===== src/rtl/pwr_mode_pkg.sv =====
package pwr_mode_pkg;

   typedef enum logic [2:0] {
      PM_FULL   = 3'd0,
      PM_ACTIVE = 3'd1,
      PM_SLEEP  = 3'd2,
      PM_DEEP   = 3'd3,
      PM_HIBER  = 3'd4
   } pm_state_e;

   typedef struct packed {
      logic pll_en;
      logic bypass;
      logic cclk_en;
      logic sclk_en;
      logic vdd_en;
      logic pad_tri;
   } pm_ctl_s;

   localparam pm_ctl_s PM_CTL_RESET = '{pll_en: 1'b1, bypass: 1'b0, cclk_en: 1'b1,
                                        sclk_en: 1'b1, vdd_en: 1'b1, pad_tri: 1'b0};

   // Decode of mode plus stored PLL settings into the control outputs
   function automatic pm_ctl_s pm_decode(pm_state_e st, logic pll_q, logic byp_q);
      pm_ctl_s c;
      c = PM_CTL_RESET;
      unique case (st)
         PM_FULL: c = PM_CTL_RESET;
         PM_ACTIVE: begin
            c.pll_en = pll_q;
            c.bypass = 1'b1;
         end
         PM_SLEEP: begin
            c.pll_en  = 1'b1;
            c.bypass  = byp_q;
            c.cclk_en = 1'b0;
         end
         PM_DEEP: begin
            c.pll_en  = 1'b0;
            c.bypass  = 1'b1;
            c.cclk_en = 1'b0;
            c.sclk_en = 1'b0;
         end
         default: begin
            c.pll_en  = 1'b0;
            c.bypass  = 1'b1;
            c.cclk_en = 1'b0;
            c.sclk_en = 1'b0;
            c.vdd_en  = 1'b0;
            c.pad_tri = 1'b1;
         end
      endcase
      return c;
   endfunction

   function automatic logic pm_awake(pm_state_e st);
      return (st == PM_FULL) || (st == PM_ACTIVE);
   endfunction

endpackage


===== src/rtl/pwr_mode_fsm.sv =====
module pwr_mode_fsm
   import pwr_mode_pkg::*;
(
   input  logic       clk,
   input  logic       por_n,
   input  logic       rst_evt,
   input  logic       wake,
   input  logic       vreg_we,
   input  logic [1:0] vreg_freq_d,
   input  logic       mode_we,
   input  logic [2:0] mode_d,
   input  logic       pll_en_q,
   input  logic       byp_q,
   output pm_state_e  state_q,
   output pm_state_e  state_d,
   output logic       soft_rst,
   output logic       fsm_rej
);

   logic      awake;
   logic      req_ok;
   pm_state_e req_st;
   pm_state_e exit_st;

   assign awake   = pm_awake(state_q);
   assign exit_st = byp_q ? PM_ACTIVE : PM_FULL;

   // Legality of a mode request, judged from the current stored PLL state
   always_comb begin
      req_ok = 1'b0;
      req_st = state_q;
      unique case (mode_d)
         3'd0: begin
            req_st = PM_FULL;
            req_ok = pll_en_q;
         end
         3'd1: begin
            req_st = PM_ACTIVE;
            req_ok = 1'b1;
         end
         3'd2: begin
            req_st = PM_SLEEP;
            req_ok = pll_en_q;
         end
         3'd3: begin
            req_st = PM_DEEP;
            req_ok = 1'b1;
         end
         default: begin
            req_st = state_q;
            req_ok = 1'b0;
         end
      endcase
   end

   always_comb begin
      state_d  = state_q;
      soft_rst = 1'b0;
      fsm_rej  = 1'b0;
      if (rst_evt) begin
         if (state_q == PM_DEEP) begin
            state_d = exit_st;
         end else begin
            state_d  = PM_FULL;
            soft_rst = 1'b1;
         end
      end else if (!awake) begin
         if (state_q == PM_SLEEP && wake) begin
            state_d = exit_st;
         end
         fsm_rej = vreg_we | mode_we;
      end else if (vreg_we && vreg_freq_d == 2'b00) begin
         state_d = PM_HIBER;
      end else if (mode_we) begin
         if (req_ok) begin
            state_d = req_st;
         end else begin
            fsm_rej = 1'b1;
         end
      end
   end

   always_ff @(posedge clk or negedge por_n) begin
      if (!por_n) begin
         state_q <= PM_FULL;
      end else begin
         state_q <= state_d;
      end
   end

endmodule


===== src/rtl/pwr_mode_regs.sv =====
module pwr_mode_regs
   import pwr_mode_pkg::*;
#(
   parameter int unsigned MULT_W   = 6,
   parameter int unsigned MULT_RST = 10
)(
   input  logic              clk,
   input  logic              por_n,
   input  logic              rst_evt,
   input  logic              soft_rst,
   input  logic              fsm_rej,
   input  pm_state_e         state_q,
   input  pm_state_e         state_d,
   input  logic              pll_we,
   input  logic              pll_en_d,
   input  logic              pll_byp_d,
   input  logic              mult_we,
   input  logic [MULT_W-1:0] mult_d,
   output logic              pll_en_q,
   output logic              byp_q,
   output logic [MULT_W-1:0] mult_q,
   output logic              err_q
);

   localparam logic [MULT_W-1:0] MULT_DEF = MULT_W'(MULT_RST);

   logic              wr_ok;
   logic              pll_acc;
   logic              pll_rej;
   logic              mult_rej;
   logic              enter_full;
   logic [MULT_W-1:0] mult_pend_q;

   assign wr_ok      = pm_awake(state_q) && !rst_evt;
   // PLL may only be switched off while the clocks are bypassed
   assign pll_acc    = wr_ok && pll_we && ((state_q == PM_ACTIVE) || pll_en_d);
   assign pll_rej    = pll_we && !rst_evt && !pll_acc;
   assign mult_rej   = mult_we && !rst_evt && !wr_ok;
   assign enter_full = (state_d == PM_FULL) && (state_q != PM_FULL);

   always_ff @(posedge clk or negedge por_n) begin
      if (!por_n) begin
         pll_en_q    <= 1'b1;
         byp_q       <= 1'b0;
         mult_q      <= MULT_DEF;
         mult_pend_q <= MULT_DEF;
         err_q       <= 1'b0;
      end else if (soft_rst) begin
         pll_en_q    <= 1'b1;
         byp_q       <= 1'b0;
         mult_q      <= MULT_DEF;
         mult_pend_q <= MULT_DEF;
         err_q       <= 1'b0;
      end else begin
         if (pll_acc) begin
            pll_en_q <= pll_en_d;
            byp_q    <= pll_byp_d;
         end
         if (state_d == PM_FULL) begin
            pll_en_q <= 1'b1;
         end
         if (wr_ok && mult_we) begin
            mult_pend_q <= mult_d;
         end
         if (enter_full) begin
            mult_q <= mult_pend_q;
         end
         if (fsm_rej || pll_rej || mult_rej) begin
            err_q <= 1'b1;
         end
      end
   end

endmodule


===== src/rtl/pwr_mode_outdec.sv =====
module pwr_mode_outdec
   import pwr_mode_pkg::*;
#(
   parameter bit OUT_REG = 1'b1
)(
   input  logic      clk,
   input  logic      por_n,
   input  pm_state_e state_q,
   input  logic      pll_en_q,
   input  logic      byp_q,
   output pm_ctl_s   ctl_o
);

   pm_ctl_s ctl_c;

   assign ctl_c = pm_decode(state_q, pll_en_q, byp_q);

   generate
      if (OUT_REG) begin : g_reg
         pm_ctl_s ctl_q;
         always_ff @(posedge clk or negedge por_n) begin
            if (!por_n) begin
               ctl_q <= PM_CTL_RESET;
            end else begin
               ctl_q <= ctl_c;
            end
         end
         assign ctl_o = ctl_q;
      end else begin : g_comb
         logic unused_clk;
         assign unused_clk = clk ^ por_n;
         assign ctl_o = ctl_c;
      end
   endgenerate

endmodule


===== src/rtl/pwr_mode_seq.sv =====
module pwr_mode_seq
   import pwr_mode_pkg::*;
#(
   parameter int unsigned MULT_W   = 6,
   parameter int unsigned MULT_RST = 10,
   parameter bit          OUT_REG  = 1'b1
)(
   input  logic              clk,
   input  logic              por_n,
   input  logic              rst_evt,
   input  logic              wake,
   input  logic              pll_we,
   input  logic              pll_en_d,
   input  logic              pll_byp_d,
   input  logic              mult_we,
   input  logic [MULT_W-1:0] mult_d,
   input  logic              vreg_we,
   input  logic [1:0]        vreg_freq_d,
   input  logic              mode_we,
   input  logic [2:0]        mode_d,
   output logic              pll_en_o,
   output logic              pll_bypass_o,
   output logic              cclk_en_o,
   output logic              sclk_en_o,
   output logic              core_vdd_en_o,
   output logic              pad_tristate_o,
   output logic [MULT_W-1:0] mult_o,
   output logic [2:0]        mode_o,
   output logic              err_o
);

   localparam int unsigned MULT_MAX = (1 << MULT_W) - 1;

   generate
      if (MULT_W < 1 || MULT_W > 16) begin : g_bad_width
         $error("pwr_mode_seq: MULT_W out of range");
      end
      if (MULT_RST > MULT_MAX) begin : g_bad_rst
         $error("pwr_mode_seq: MULT_RST does not fit MULT_W");
      end
   endgenerate

   pm_state_e state_q;
   pm_state_e state_d;
   logic      soft_rst;
   logic      fsm_rej;
   logic      pll_en_q;
   logic      byp_q;
   pm_ctl_s   ctl;

   pwr_mode_fsm u_fsm (
      .clk        (clk),
      .por_n      (por_n),
      .rst_evt    (rst_evt),
      .wake       (wake),
      .vreg_we    (vreg_we),
      .vreg_freq_d(vreg_freq_d),
      .mode_we    (mode_we),
      .mode_d     (mode_d),
      .pll_en_q   (pll_en_q),
      .byp_q      (byp_q),
      .state_q    (state_q),
      .state_d    (state_d),
      .soft_rst   (soft_rst),
      .fsm_rej    (fsm_rej)
   );

   pwr_mode_regs #(
      .MULT_W  (MULT_W),
      .MULT_RST(MULT_RST)
   ) u_regs (
      .clk      (clk),
      .por_n    (por_n),
      .rst_evt  (rst_evt),
      .soft_rst (soft_rst),
      .fsm_rej  (fsm_rej),
      .state_q  (state_q),
      .state_d  (state_d),
      .pll_we   (pll_we),
      .pll_en_d (pll_en_d),
      .pll_byp_d(pll_byp_d),
      .mult_we  (mult_we),
      .mult_d   (mult_d),
      .pll_en_q (pll_en_q),
      .byp_q    (byp_q),
      .mult_q   (mult_o),
      .err_q    (err_o)
   );

   pwr_mode_outdec #(
      .OUT_REG(OUT_REG)
   ) u_outdec (
      .clk     (clk),
      .por_n   (por_n),
      .state_q (state_q),
      .pll_en_q(pll_en_q),
      .byp_q   (byp_q),
      .ctl_o   (ctl)
   );

   assign mode_o         = state_q;
   assign pll_en_o       = ctl.pll_en;
   assign pll_bypass_o   = ctl.bypass;
   assign cclk_en_o      = ctl.cclk_en;
   assign sclk_en_o      = ctl.sclk_en;
   assign core_vdd_en_o  = ctl.vdd_en;
   assign pad_tristate_o = ctl.pad_tri;

endmodule


===== config.mk =====
export PLATFORM = sky130hd
export DESIGN_NAME = pwr_mode_seq
export DESIGN_NICKNAME = d
export VERILOG_FILES = /design/src/rtl/pwr_mode_pkg.sv /design/src/rtl/pwr_mode_fsm.sv /design/src/rtl/pwr_mode_regs.sv /design/src/rtl/pwr_mode_outdec.sv /design/src/rtl/pwr_mode_seq.sv
export SDC_FILE = /design/constraint.sdc
export NUM_CORES = 1
export LEC_CHECK = 0
export BUFFER_PORTS_ARGS = -buffer_cell sky130_fd_sc_hd__buf_4
export CORE_MARGIN = 8
export CORE_UTILIZATION = 48
export DETAILED_ROUTE_END_ITERATION = 8
export GPL_ROUTABILITY_DRIVEN = 0
export PLACE_DENSITY_LB_ADDON = 0.25
export REMOVE_ABC_BUFFERS = 1
export SETUP_SLACK_MARGIN = 0.15
export SYNTH_ARGS = -nofsm -noshare
export SYNTH_HDL_FRONTEND = slang
export SYNTH_SLANG_ARGS = --single-unit

===== constraint.sdc =====
create_clock -name clk -period 2.2 [get_ports clk]
set_input_delay 0.11 -clock clk [delete_from_list [all_inputs] [get_ports clk]]
set_output_delay 0.11 -clock clk [all_outputs]
set_load 0.02 [all_outputs]

==> results.ini <==
[grt]
grt_pass1_wl_um=4174
grt_pass1_vias=938
grt_max_degree=25
grt_usage=0.1282
grt_overflow_total=0
grt_antenna_before_repair=0

[min_path]
whs_endpoint=u_regs.mult_pend_q[1]
min_path_cells=3
min_from=mult_d[1]
hold_path_class=input port to register

[power]
power_density_nw_per_um2=599.8
finalPower_uw=897.6
ir_worst_vdd_mv=0.5247
leakage_nw=0.7166

[clocking]
h-tree-depth=1
cts.sinks=24
numCtsBuffers=3
cts_root_buffer=clkbuf_4
cts_buffer_depth=2
clkTransAtPathRegs_ns=0.12
insertion_delay_ns=0.30
cts_tree=done

[sta]
fin_ws_ns=0.2255
setup_tns_ns=0
fin_hold_ws_ns=0.01616
relSlewSlack=0.5775
setup_viol=0
clock.fmax_ghz=0.5065
rsz0062_at_grt=true
max_slew.worst_pin.slew_ns=0.6295
finClkSkew_ns=0.004204
hold_viol=0
period_needed_ns=1.974
report.final.slew_viol_count=0
fin_crit_sh=0.8975

[yosys]
yosys-top-cells-area=dfrtp_1 35%, dfstp_2 22%, mux2i_1 7.4%
synthDistinctLibCells=31
ys_seq_elements=24
synth.cell_area_um2=1077
yosysTopAreaCell=dfrtp_1
yosys_warnings=0
synthArstFlopShare=1.000
syn_inst=105
synth-edff-count=0
yosysSeqAreaShare=0.5679
synth_flop_cell=dfrtp_1
postSynthAreaPerCell_um2=10.26
yosysTopAreaCellShare=0.3484

[worst_setup_path]
reg2reg_from=u_regs.pll_en_q
worstPathRequired_ns=2.40
r2r_cells=7
path_cells=nor2_2, or4_1, a222oi_1, buf_4, nor3b_4, buf_4, mux2i_1
path_common_cell=buf_4
start_kind=register
path_class=register to register
cp_max_fo=4
rrSetupSlack_ns=0.23
critPathCaptureType=register
critPathSlowestCell=dfstp_2
crit_path_max_incr_delay_ns=0.58
cp.arrival_ns=2.17
r2r_end=u_regs.mult_q[5]

[finish]
layout_common_cells=42 x buf_4, 18 x nand2_1, 15 x dfrtp_1
area_growth_pct=38.91
final_common_cell=buf_4
drive_gt1_frac=0.3907
antenna-diode-count=0
final_cell_area_um2=1496
nets=173

[die]
pin_count=37
rows=17
coreArea_um2=2170
die_h_um=63.38
die_area_um2=4016
fp.dieW_um=63.38
start_util=0.4965

[drt]
wl_per_cell_um=14.37
antenna_left=0
route.detailed.drc=0
first_iter_violations=20
via_count=939
first_pass_iters=5
postRouteWirelength_um=2572
viasPerCell=5.246

[place]
port_buffers=36
dpl.hpwl_um=1873
place_ws_ns=0.1406
placed_area_um2=1371

[run]
cap_violations=0

[outcome]
status=completed

## repair_timing
action / 4_1_cts / 5_1_grt
endpoints found under the hold margin: 28 / 1
gates resized for setup: 1 / 1
setup buffers: 2 / 2
endpoints found under the setup margin: 6 / 6
hold buffers: 5 / 1
pin swaps: 1 / 2
## metal layers
layer,vias to the layer above,wire length [um],track usage
li1,458,-,-
met1,442,1097,0.1450
met2,37,1334,0.2256
met3,2,124,0.02650
met4,0,16,0.05571
met5,-,0,0
## cells by family after synthesis
group | share of synthesized area
AND/OR/NAND/NOR | 0.1731
AO/OA/AOI/OAI | 0.1429
flip-flops | 0.5679
buffers and inverters | 0.04182
multiplexers | 0.07434
## state kept, by name (all words and copies together) (netlist names)
register,flops
u_outdec.ctl_o,6
u_regs.mult_pend_q,6
u_regs.mult_q,6
u_fsm.state_q,3
u_regs.byp_q,1
u_regs.err_q,1
u_regs.pll_en_q,1
## synthesized netlist by cell type (2+ instances only)
cell,count
nand2_1,18
dfrtp_1,15
dfstp_2,9
o21ai_0,9
mux2i_1,8
nor2_1,7
clkbuf_1,5
inv_1,5
a31oi_1,3
nand2b_1,3
a21oi_1,2
o211ai_1,2
## through the flow
step	util	instances
CTS	0.6770	176
finish	0.6897	179
global route	0.6897	179
detailed placement	0.6321	165
floorplan	-	99
global placement	0.6321	165
## critical path, delay by kind of cell (launching register included)
family                 cells  cell delay (ns)
flip-flops                 1             0.58
AND/OR/NAND/NOR            3             0.50
buffers and inverters      2             0.34
multiplexers               1             0.11
AO/OA/AOI/OAI              1             0.33
## worst max path at each step
stage | startpoint | end
6_report | u_regs.pll_en_q | u_regs.mult_q[5]
5_1_grt | u_regs.pll_en_q | u_regs.mult_q[4]
4_1_cts | u_fsm.state_q[2] | u_regs.mult_q[1]
3_5_place_dp | u_regs.pll_en_q | u_regs.mult_q[5]
3_3_place_gp | u_regs.pll_en_q | u_regs.mult_q[0]
2_1_floorplan | u_fsm.state_q[1] | u_regs.mult_q[0]
## cell type report
cell class	count	area [um2]
multi-input cells	70	429.2
flip-flops and latches	24	611.8
fillers	184	673.1
well taps	28	35.03
repair buffers	48	375.4
inverters	5	18.77
clock buffers	4	26.28
## where the power goes
group | switching, mW | internal, mW
registers | 0.0183 | 0.481
logic | 0.104 | 0.103
clock network | 0.120 | 0.0706
(Power assumes the default switching activity.)
